## src/rtl/bff_pkg.sv

```systemverilog
package bff_pkg;
  localparam int CTX_W   = 2;
  localparam int NUM_CTX = 3;

  typedef enum logic [CTX_W-1:0] {
    CTX_MAIN = 2'd0,
    CTX_IRQ  = 2'd1,
    CTX_NMI  = 2'd2
  } ctx_e;

  localparam logic [CTX_W-1:0] CTX_RESET = CTX_NMI;
endpackage

```

## src/rtl/bff_history.sv

```systemverilog
module bff_history #(
  parameter int DEPTH = 2,
  parameter int W     = 2
) (
  input  logic         clk,
  input  logic         rst,
  input  logic         push,
  input  logic         pop,
  input  logic [W-1:0] push_val,
  output logic [W-1:0] top_val,
  output logic         empty
);
  localparam int CNT_W = $clog2(DEPTH + 1);

  logic [W-1:0]     slot_q [DEPTH];
  logic [CNT_W-1:0] cnt_q;

  assign top_val = slot_q[0];
  assign empty   = (cnt_q == '0);

  always_ff @(posedge clk) begin
    if (rst) begin
      cnt_q <= '0;
    end else if (push) begin
      if (cnt_q != CNT_W'(DEPTH)) cnt_q <= cnt_q + 1'b1;
    end else if (pop && !empty) begin
      cnt_q <= cnt_q - 1'b1;
    end
  end

  always_ff @(posedge clk) begin
    if (rst) slot_q[0] <= '0;
    else if (push) slot_q[0] <= push_val;
    else if (pop && !empty) slot_q[0] <= (DEPTH > 1) ? slot_q[(DEPTH > 1) ? 1 : 0] : '0;
  end

  for (genvar i = 1; i < DEPTH; i++) begin : g_slot
    always_ff @(posedge clk) begin
      if (rst) slot_q[i] <= '0;
      else if (push) slot_q[i] <= slot_q[i-1];
      else if (pop && !empty) slot_q[i] <= (i + 1 < DEPTH) ? slot_q[(i + 1 < DEPTH) ? i + 1 : i] : '0;
    end
  end
endmodule

```

## src/rtl/bff_ctx_ctrl.sv

```systemverilog
module bff_ctx_ctrl
  import bff_pkg::*;
#(
  parameter int HIST_DEPTH = 2
) (
  input  logic             clk,
  input  logic             rst,
  input  logic             irq_enter,
  input  logic             nmi_enter,
  input  logic             reti,
  output logic [CTX_W-1:0] ctx_q,
  output logic [CTX_W-1:0] ctx_nxt,
  output logic             hist_empty
);
  logic             do_push;
  logic             do_pop;
  logic [CTX_W-1:0] saved_ctx;

  assign do_push = nmi_enter | irq_enter;
  assign do_pop  = reti & ~do_push;

  bff_history #(.DEPTH(HIST_DEPTH), .W(CTX_W)) u_hist (
    .clk      (clk),
    .rst      (rst),
    .push     (do_push),
    .pop      (do_pop),
    .push_val (ctx_q),
    .top_val  (saved_ctx),
    .empty    (hist_empty)
  );

  always_comb begin
    ctx_nxt = ctx_q;
    if (nmi_enter)      ctx_nxt = CTX_NMI;
    else if (irq_enter) ctx_nxt = CTX_IRQ;
    else if (reti)      ctx_nxt = hist_empty ? CTX_MAIN : saved_ctx;
  end

  always_ff @(posedge clk) begin
    if (rst) ctx_q <= CTX_RESET;
    else     ctx_q <= ctx_nxt;
  end
endmodule

```

## src/rtl/bff_banks.sv

```systemverilog
module bff_banks #(
  parameter int NUM = 3,
  parameter int SEL_W = 2
) (
  input  logic             clk,
  input  logic             rst,
  input  logic [SEL_W-1:0] wr_sel,
  input  logic             c_wr,
  input  logic             z_wr,
  input  logic             c_in,
  input  logic             z_in,
  output logic [NUM-1:0]   c_nxt,
  output logic [NUM-1:0]   z_nxt
);
  logic [NUM-1:0] c_q;
  logic [NUM-1:0] z_q;

  for (genvar i = 0; i < NUM; i++) begin : g_bank
    logic hit;
    assign hit      = (wr_sel == SEL_W'(i));
    assign c_nxt[i] = (hit && c_wr) ? c_in : c_q[i];
    assign z_nxt[i] = (hit && z_wr) ? z_in : z_q[i];

    always_ff @(posedge clk) begin
      if (rst) begin
        c_q[i] <= 1'b0;
        z_q[i] <= 1'b0;
      end else begin
        c_q[i] <= c_nxt[i];
        z_q[i] <= z_nxt[i];
      end
    end
  end
endmodule

```

## src/rtl/banked_flag_file.sv

```systemverilog
module banked_flag_file
  import bff_pkg::*;
#(
  parameter int HIST_DEPTH = 2
) (
  input  logic             clk,
  input  logic             rst,
  input  logic             c_wr,
  input  logic             z_wr,
  input  logic             c_in,
  input  logic             z_in,
  input  logic             irq_enter,
  input  logic             nmi_enter,
  input  logic             reti,
  output logic             carry_o,
  output logic             zero_o,
  output logic [CTX_W-1:0] ctx_o
);
  logic [CTX_W-1:0]   ctx_q;
  logic [CTX_W-1:0]   ctx_nxt;
  logic               hist_empty;
  logic [NUM_CTX-1:0] c_nxt;
  logic [NUM_CTX-1:0] z_nxt;

  bff_ctx_ctrl #(.HIST_DEPTH(HIST_DEPTH)) u_ctrl (
    .clk        (clk),
    .rst        (rst),
    .irq_enter  (irq_enter),
    .nmi_enter  (nmi_enter),
    .reti       (reti),
    .ctx_q      (ctx_q),
    .ctx_nxt    (ctx_nxt),
    .hist_empty (hist_empty)
  );

  bff_banks #(.NUM(NUM_CTX), .SEL_W(CTX_W)) u_banks (
    .clk    (clk),
    .rst    (rst),
    .wr_sel (ctx_q),
    .c_wr   (c_wr),
    .z_wr   (z_wr),
    .c_in   (c_in),
    .z_in   (z_in),
    .c_nxt  (c_nxt),
    .z_nxt  (z_nxt)
  );

  function automatic logic pick(input logic [NUM_CTX-1:0] v, input logic [CTX_W-1:0] s);
    logic r;
    r = 1'b0;
    for (int i = 0; i < NUM_CTX; i++)
      if (s == CTX_W'(i)) r = v[i];
    return r;
  endfunction

  always_ff @(posedge clk) begin
    if (rst) begin
      carry_o <= 1'b0;
      zero_o  <= 1'b0;
    end else begin
      carry_o <= pick(c_nxt, ctx_nxt);
      zero_o  <= pick(z_nxt, ctx_nxt);
    end
  end

  assign ctx_o = ctx_q;
endmodule

```

## config.mk

```make
export PLATFORM = sky130hd
export DESIGN_NAME = banked_flag_file
export DESIGN_NICKNAME = d
export VERILOG_FILES = /design/src/rtl/bff_pkg.sv /design/src/rtl/bff_history.sv /design/src/rtl/bff_ctx_ctrl.sv /design/src/rtl/bff_banks.sv /design/src/rtl/banked_flag_file.sv
export SDC_FILE = /design/constraint.sdc
export NUM_CORES = 1
export LEC_CHECK = 0
export BUFFER_PORTS_ARGS = -buffer_cell sky130_fd_sc_hd__buf_2
export CAP_MARGIN = 15
export CORE_AREA = 8 8 63 49
export CTS_BUF_LIST = sky130_fd_sc_hd__clkbuf_4
export DETAILED_ROUTE_END_ITERATION = 10
export DIE_AREA = 0 0 71 57
export HOLD_SLACK_MARGIN = 0.02
export PLACE_DENSITY = 0.72
export REMOVE_ABC_BUFFERS = 1
export SLEW_MARGIN = 15
export SYNTH_ARGS = -nofsm -noshare
export SYNTH_HDL_FRONTEND = slang
export SYNTH_HIERARCHICAL = 1
export SYNTH_SLANG_ARGS = --single-unit
```

## constraint.sdc

```tcl
create_clock -name clk -period 1.78 [get_ports clk]
set_input_delay 0.089 -clock clk [delete_from_list [all_inputs] [get_ports clk]]
set_output_delay 0.089 -clock clk [all_outputs]
set_load 0.01 [all_outputs]
```

==> results of run 1 <==
==> registers in the layout, indices dropped and copies added (netlist names) <==
register	cells
carry_o	1
u_banks/c_q	3
u_banks/z_q	3
u_ctrl/ctx_q	2
u_ctrl/u_hist/cnt_q	2
u_ctrl/u_hist/slot_q	4
zero_o	1
==> layout make-up <==
class | instances | share of cell area
Timing Repair Buffer | 14 | 0.07750
Sequential cell | 16 | 0.3600
Tap cell | 25 | 0.03125
Clock inverter | 1 | 0.003750
Inverter | 3 | 0.01125
Multi-Input combinational cell | 63 | 0.4937
Clock buffer | 3 | 0.02250
==> path summary, 6_finish.rpt <==
check                                startpoint                    endpoint  cells past startpoint
worst max-delay path                  nmi_enter  u_ctrl/u_hist/slot_q[1][0]                      6
worst min-delay path                  irq_enter             u_ctrl/ctx_q[0]                      3
worst max register to register  u_ctrl/ctx_q[1]                      zero_o                      5
worst min register to register   u_banks/c_q[0]              u_banks/c_q[0]                      2
==> cell families after synthesis <==
family / after synthesis / share of synthesized area
compound gates: 12 / 0.1072
buf+inv: 3 / 0.01304
flops: 16 / 0.4174
mux: 12 / 0.1565
simple gates: 39 / 0.3058
==> timing repair <==
action | 4_1_cts | 5_1_grt
resized for setup | 0 | 1
endpoints found under the setup margin | 0 | 4
hold endpoints to repair | 1 | 0
buffers inserted | 0 | 0
hold buffers | 1 | 0
==> worst max-delay path, cell delays in order <==
cell and delay (ps):
dlygate4sd3_1 530, buf_2 140, or2_2 350, nor2_2 160, o21a_1 200, nand2b_1 170
==> per-layer routing <==
layer	vias to the layer above	part of all wire
met4	0	0.0058
li1	341	-
met3	2	0.056
met5	-	0
met1	313	0.49
met2	11	0.45
==> power groups by stage <==
stage / registers, W / clock network [W] / logic [W]
floorplan: 0.000422 / 0 / 0.0000695
global placement: 0.000422 / 0 / 0.000108
detailed placement: 0.000423 / 0 / 0.000109
CTS: 0.000415 / 0.000220 / 0.000112
global route: 0.000420 / 0.000228 / 0.000125
finish: 0.000415 / 0.000208 / 0.000112
==> layout by cell type (no fill, tap or decap), drive strengths merged, types with 2 or more instances in the layout <==
| master | count |
|---|---|
| nand2b | 13 |
| buf | 13 |
| dfxtp | 12 |
| nand3b | 6 |
| mux2i | 6 |
| mux2 | 6 |
| nor2b | 4 |
| a211oi | 4 |
| edfxtp | 4 |
| nor2 | 4 |
| clkbuf | 3 |
| inv | 3 |
| nor3b | 3 |
| a32o | 2 |
| and2 | 2 |
==> per-stage QoR <==
| step | instances | cell area [um^2] | hold WS [ps] | setup slack, ps | util |
|---|---|---|---|---|---|
| after CTS | 125 | 998.5 | 92.42 | 114.6 | 0.4508 |
| final | 125 | 1001 | 105.4 | 164.2 | 0.4520 |
| after global placement | 120 | 962.2 | 322.9 | 253.2 | 0.4345 |
| after floorplan | 82 | 863.3 | 161.1 | 287.8 | - |
| after global routing | 125 | 1001 | 114.3 | 72.82 | 0.4520 |
| after detailed placement | 120 | 962.2 | 320.0 | 218.6 | 0.4345 |
==> out/metrics.csv, run 1 <==
metric;value;unit
status;completed;
final_nets;110;
rrSetupSlack;220;ps
gr-usage-met3;0.04371;
die_area;4047;um^2
num_vias;667;
grt_overflow;0;
core_area;2215;um^2
tritoncts;built;
syn_to_final_growth;15.94;%
synth.area.top_cells;dfxtp_1 (28%), edfxtp_1 (14%), nand2b_1 (9.4%);
swShare;0.2714;
use_met1;0.1084;
drc;0;
drt_wl_total;1.736;mm
tightest_slew;297.4;ps
first_global_vias;659;
top_usage_layer;met2;
yosys_warnings;6;
criticalPathCategory;input port to flip-flop;
grt_max_degree;17;
powerDensity;733.8;nW/um^2
antenna_found_initial;0;
slew_headroom;0.8015;
crit_required;1800;ps
maxCapViolCount;0;
dieWidth;71;um
yosysMostFrequentCell;nand2b_1;
power.internal;0.0005352;W
p_comb_frac;0.152;
multiInputGateArea;494.2;um^2
ys_types;29;
gp_congestion;0.7006;
synth_top_area_frac;0.2783;
regArea;360.3;um^2
cts_root_buf;clkbuf_4;
layout_worst_path_cycle_share;0.9077;
clk_latency;300;ps
fin_crit;1616;ps
hpwl;1.295;mm
p_clk_frac;0.283;
p_seq_frac;0.565;
routedWlPerCell;13.89;um
setup_tns;0;ps
leakagePower;0.4210;nW
fmax;0.6189;GHz
start_util;0.3898;
grt.total_usage;0.09372;
rsz0062_at_grt;false;
synthTopCellsByCount;nand2b_1 (13), dfxtp_1 (12), mux2i_1 (6), nand3b_1 (6);
drt_iter0_drc;45;
hold_violations;0;
row_count;15;
cts_made_buffers;3;
cts.path.max_buffers;2;
end_kind;flip-flop;
synthFlopType;dfxtp_1;
gr-usage-met2;0.1449;
antenna_cells;0;
finalPower;0.0007346;W
arrival;1630;ps
syn_area_per_cell;10.53;um^2
crit_path_max_fanout;9;
ys_seq_area_frac;0.4174;
ir_drop;430.1;uV
vias_per_cell;5.336;
grt_pass1_wl;2.973;mm
drt_pass1_iterations;4;
ys_ff_latch;16;
drive_gt1_frac;0.2400;
die_height;57;um
slew_viol_final;0;
ctsHtreeMaxLevel;1;
fin_skew;3.113;ps
ioPinCount;13;
postRouteAntennaNets;0;
cp-start-kind;input port;
hold_class;input port to flip-flop;
async_flop_share;0;
synth_area_leader_cell;dfxtp_1;
io_buffers;12;
synth_edf_count;4;
setup_viol;0;
switchingPower;0.0001994;W
cts_sinks;16;
fillCellCount;223;
synthCells;82;
syn_area;863.3;um^2
clkTransAtPathRegs;100;ps
No activity file was read; power rests on OpenSTA's default activity.
==> run 2: changes to the inputs <==
--- a/config.mk
+++ b/config.mk
@@ -7,15 +7,14 @@
 export LEC_CHECK = 0
 export BUFFER_PORTS_ARGS = -buffer_cell sky130_fd_sc_hd__buf_2
 export CAP_MARGIN = 15
-export CORE_AREA = 8 8 63 49
+export CORE_AREA = 8 8 61 48
 export CTS_BUF_LIST = sky130_fd_sc_hd__clkbuf_4
 export DETAILED_ROUTE_END_ITERATION = 10
-export DIE_AREA = 0 0 71 57
+export DIE_AREA = 0 0 69 56
 export HOLD_SLACK_MARGIN = 0.02
 export PLACE_DENSITY = 0.72
 export REMOVE_ABC_BUFFERS = 1
 export SLEW_MARGIN = 15
 export SYNTH_ARGS = -nofsm -noshare
 export SYNTH_HDL_FRONTEND = slang
-export SYNTH_HIERARCHICAL = 1
 export SYNTH_SLANG_ARGS = --single-unit
==> run 2 against run 1 <==
  * Clock skew rose by 8.2 ps
  * Utilization fell by 0.085 points
  * Sequential cell count did not move
  * Hold slack got worse by 50 ps
  * Fmax rose by 2.5%
  * Critical path type is now flip-flop to flip-flop
  * Sequential share of layout area rose by 4.0 points
  * Combinational power fell by 6%
  * Non-clock buffer count fell by 2
==> out/metrics.csv, run 2 <==
metric;value;unit
syn_area;797.0;um^2
setup_ws;203.7;ps
slew_viol_final;0;
synth_top_area_frac;0.3014;
hold_violations;0;
grt_pass1_wl;2.649;mm
grt.total_usage;0.08419;
crit_required;1980;ps
crit_chain;o211a_1, nor3_4, mux2_2, a22o_1;
grt_overflow;0;
die_height;56;um
cts.path.max_buffers;2;
start_util;0.3991;
drt_pass1_iterations;7;
leakagePower;0.3754;nW
ir_drop;476.2;uV
synthTopCellsByCount;dfxtp_1 (12), nor2_1 (9), mux2i_1 (7), a21oi_1 (6), nand2_1 (6);
whs;55.51;ps
gp_congestion;0.7815;
cts_sinks;16;
num_vias;660;
largest-register;u_ctrl.u_hist.slot_q;
row_count;14;
rsz0062_at_grt;false;
drt_iter0_drc;30;
hold_class;input port to flip-flop;
arrival;1780;ps
tritoncts;built;
ys_types;29;
final_nets;107;
maxCapViolCount;0;
clk_latency;300;ps
syn_to_final_growth;13.03;%
io_buffers;12;
drive_gt1_frac;0.1753;
fillCellCount;211;
instances_no_fill;121;
hold_buffers;0;
layout_worst_path_cycle_share;0.8856;
core_area;1997;um^2
post-place-ws;198.5;ps
die_area;3864;um^2
clkTransAtPathRegs;100;ps
fmax;0.6344;GHz
layout_common_cells;dfxtp_1 (12), buf_2 (12), nor2_1 (9);
largest_reg_flops;4;
syn_area_per_cell;9.488;um^2
tightest_slew;378.1;ps
cts_made_buffers;3;
final_util;0.4511;
postCtsResizedCells;0;
ys_ff_latch;16;
slew_headroom;0.7476;
routedWlPerCell;13.11;um
ys_seq_area_frac;0.4521;
yosysMostFrequentCell;dfxtp_1;
first_global_vias;589;
criticalPathCategory;flip-flop to flip-flop;
synthFlopType;dfxtp_1;
setup_viol;0;
synthCells;84;
fin_crit;1576;ps
ioPinCount;13;
crit_slowest_cell;dfxtp_1;
end_kind;flip-flop;
async_flop_share;0;
reg_top3;u_ctrl.u_hist.slot_q (4), u_banks.c_q (3), u_banks.z_q (3);
dpl.cell_count;117;
grt_max_degree;18;
drc;0;
dieWidth;69;um
postCtsSetupBuffers;0;
vias_per_cell;5.455;
ctsHtreeMaxLevel;1;
yosys_warnings;0;
fin_skew;11.31;ps
cp-start-kind;flip-flop;
synth_edf_count;4;
antenna_found_initial;0;
antenna_cells;0;
status;completed;
setup_tns;0;ps
drt_wl_total;1.586;mm
powerDensity;801.1;nW/um^2
synth_area_leader_cell;dfxtp_1;
synth.area.top_cells;dfxtp_1 (30%), edfxtp_1 (15%), mux2i_1 (8.8%);
slowest_delay;370;ps
postRouteAntennaNets;0;
crit_path_max_fanout;6;
cts_root_buf;clkbuf_4;
==> run 2: cell type report <==
class	instances	area, um^2	area share
Tap cell	24	30.03	0.03333
Multi-Input combinational cell	64	420.4	0.4667
Sequential cell	16	360.3	0.4000
Clock inverter	1	3.754	0.004167
Clock buffer	3	22.52	0.02500
Inverter	1	3.754	0.004167
Timing Repair Buffer	12	60.06	0.06667
==> run 2: per-stage QoR <==
stage	area (um^2)	total power, W
3_3_place_gp	874.6	0.0005275
6_report	900.9	0.0007217
5_1_grt	900.9	0.0007622
3_5_place_dp	874.6	0.0005312
2_1_floorplan	784.5	0.0004886
4_1_cts	900.9	0.0007320
==> run 2: power by group <==
| group | leakage, nW | switching [W] | internal [W] |
|---|---|---|---|
| registers | 0.144 | 0.0000213 | 0.000396 |
| clock network | 0.0154 | 0.000117 | 0.0000817 |
| logic | 0.216 | 0.0000569 | 0.0000482 |
==> run 2: critical path: cells and delay by family (launching register included) <==
kind	cells	cell delay, ps
multiplexers	1	370
AO/OA/AOI/OAI	2	460
flip-flops	1	370
AND/OR/NAND/NOR	1	290
==> run 2: worst paths after layout <==
| kind | depth (start not counted) | startpoint | endpoint | slack [ps] |
|---|---|---|---|---|
| worst min register to register | 2 | u_banks.c_q[1] | u_banks.c_q[1] | 470 |
| worst max register to register | 4 | u_ctrl.u_hist.cnt_q[1] | zero_o | 200 |
| worst min-delay path | 2 | nmi_enter | u_ctrl.ctx_q[0] | 60 |
| worst max-delay path | 4 | u_ctrl.u_hist.cnt_q[1] | zero_o | 200 |
==> run 2: kinds of logic after synthesis <==
group,after synthesis,share of synthesized area
simple gates,42,0.3030
flops,16,0.4521
compound gates,13,0.1115
mux,8,0.1020
buf+inv,4,0.02040
xor+xnor,1,0.01099
==> run 2: routing by layer <==
metal,wire length (um),part of all wire,global-route usage
met1,749,0.47,0.09658
met2,693,0.44,0.1234
met3,132,0.083,0.04991
met4,10,0.0063,0.03499
met5,0,0,0
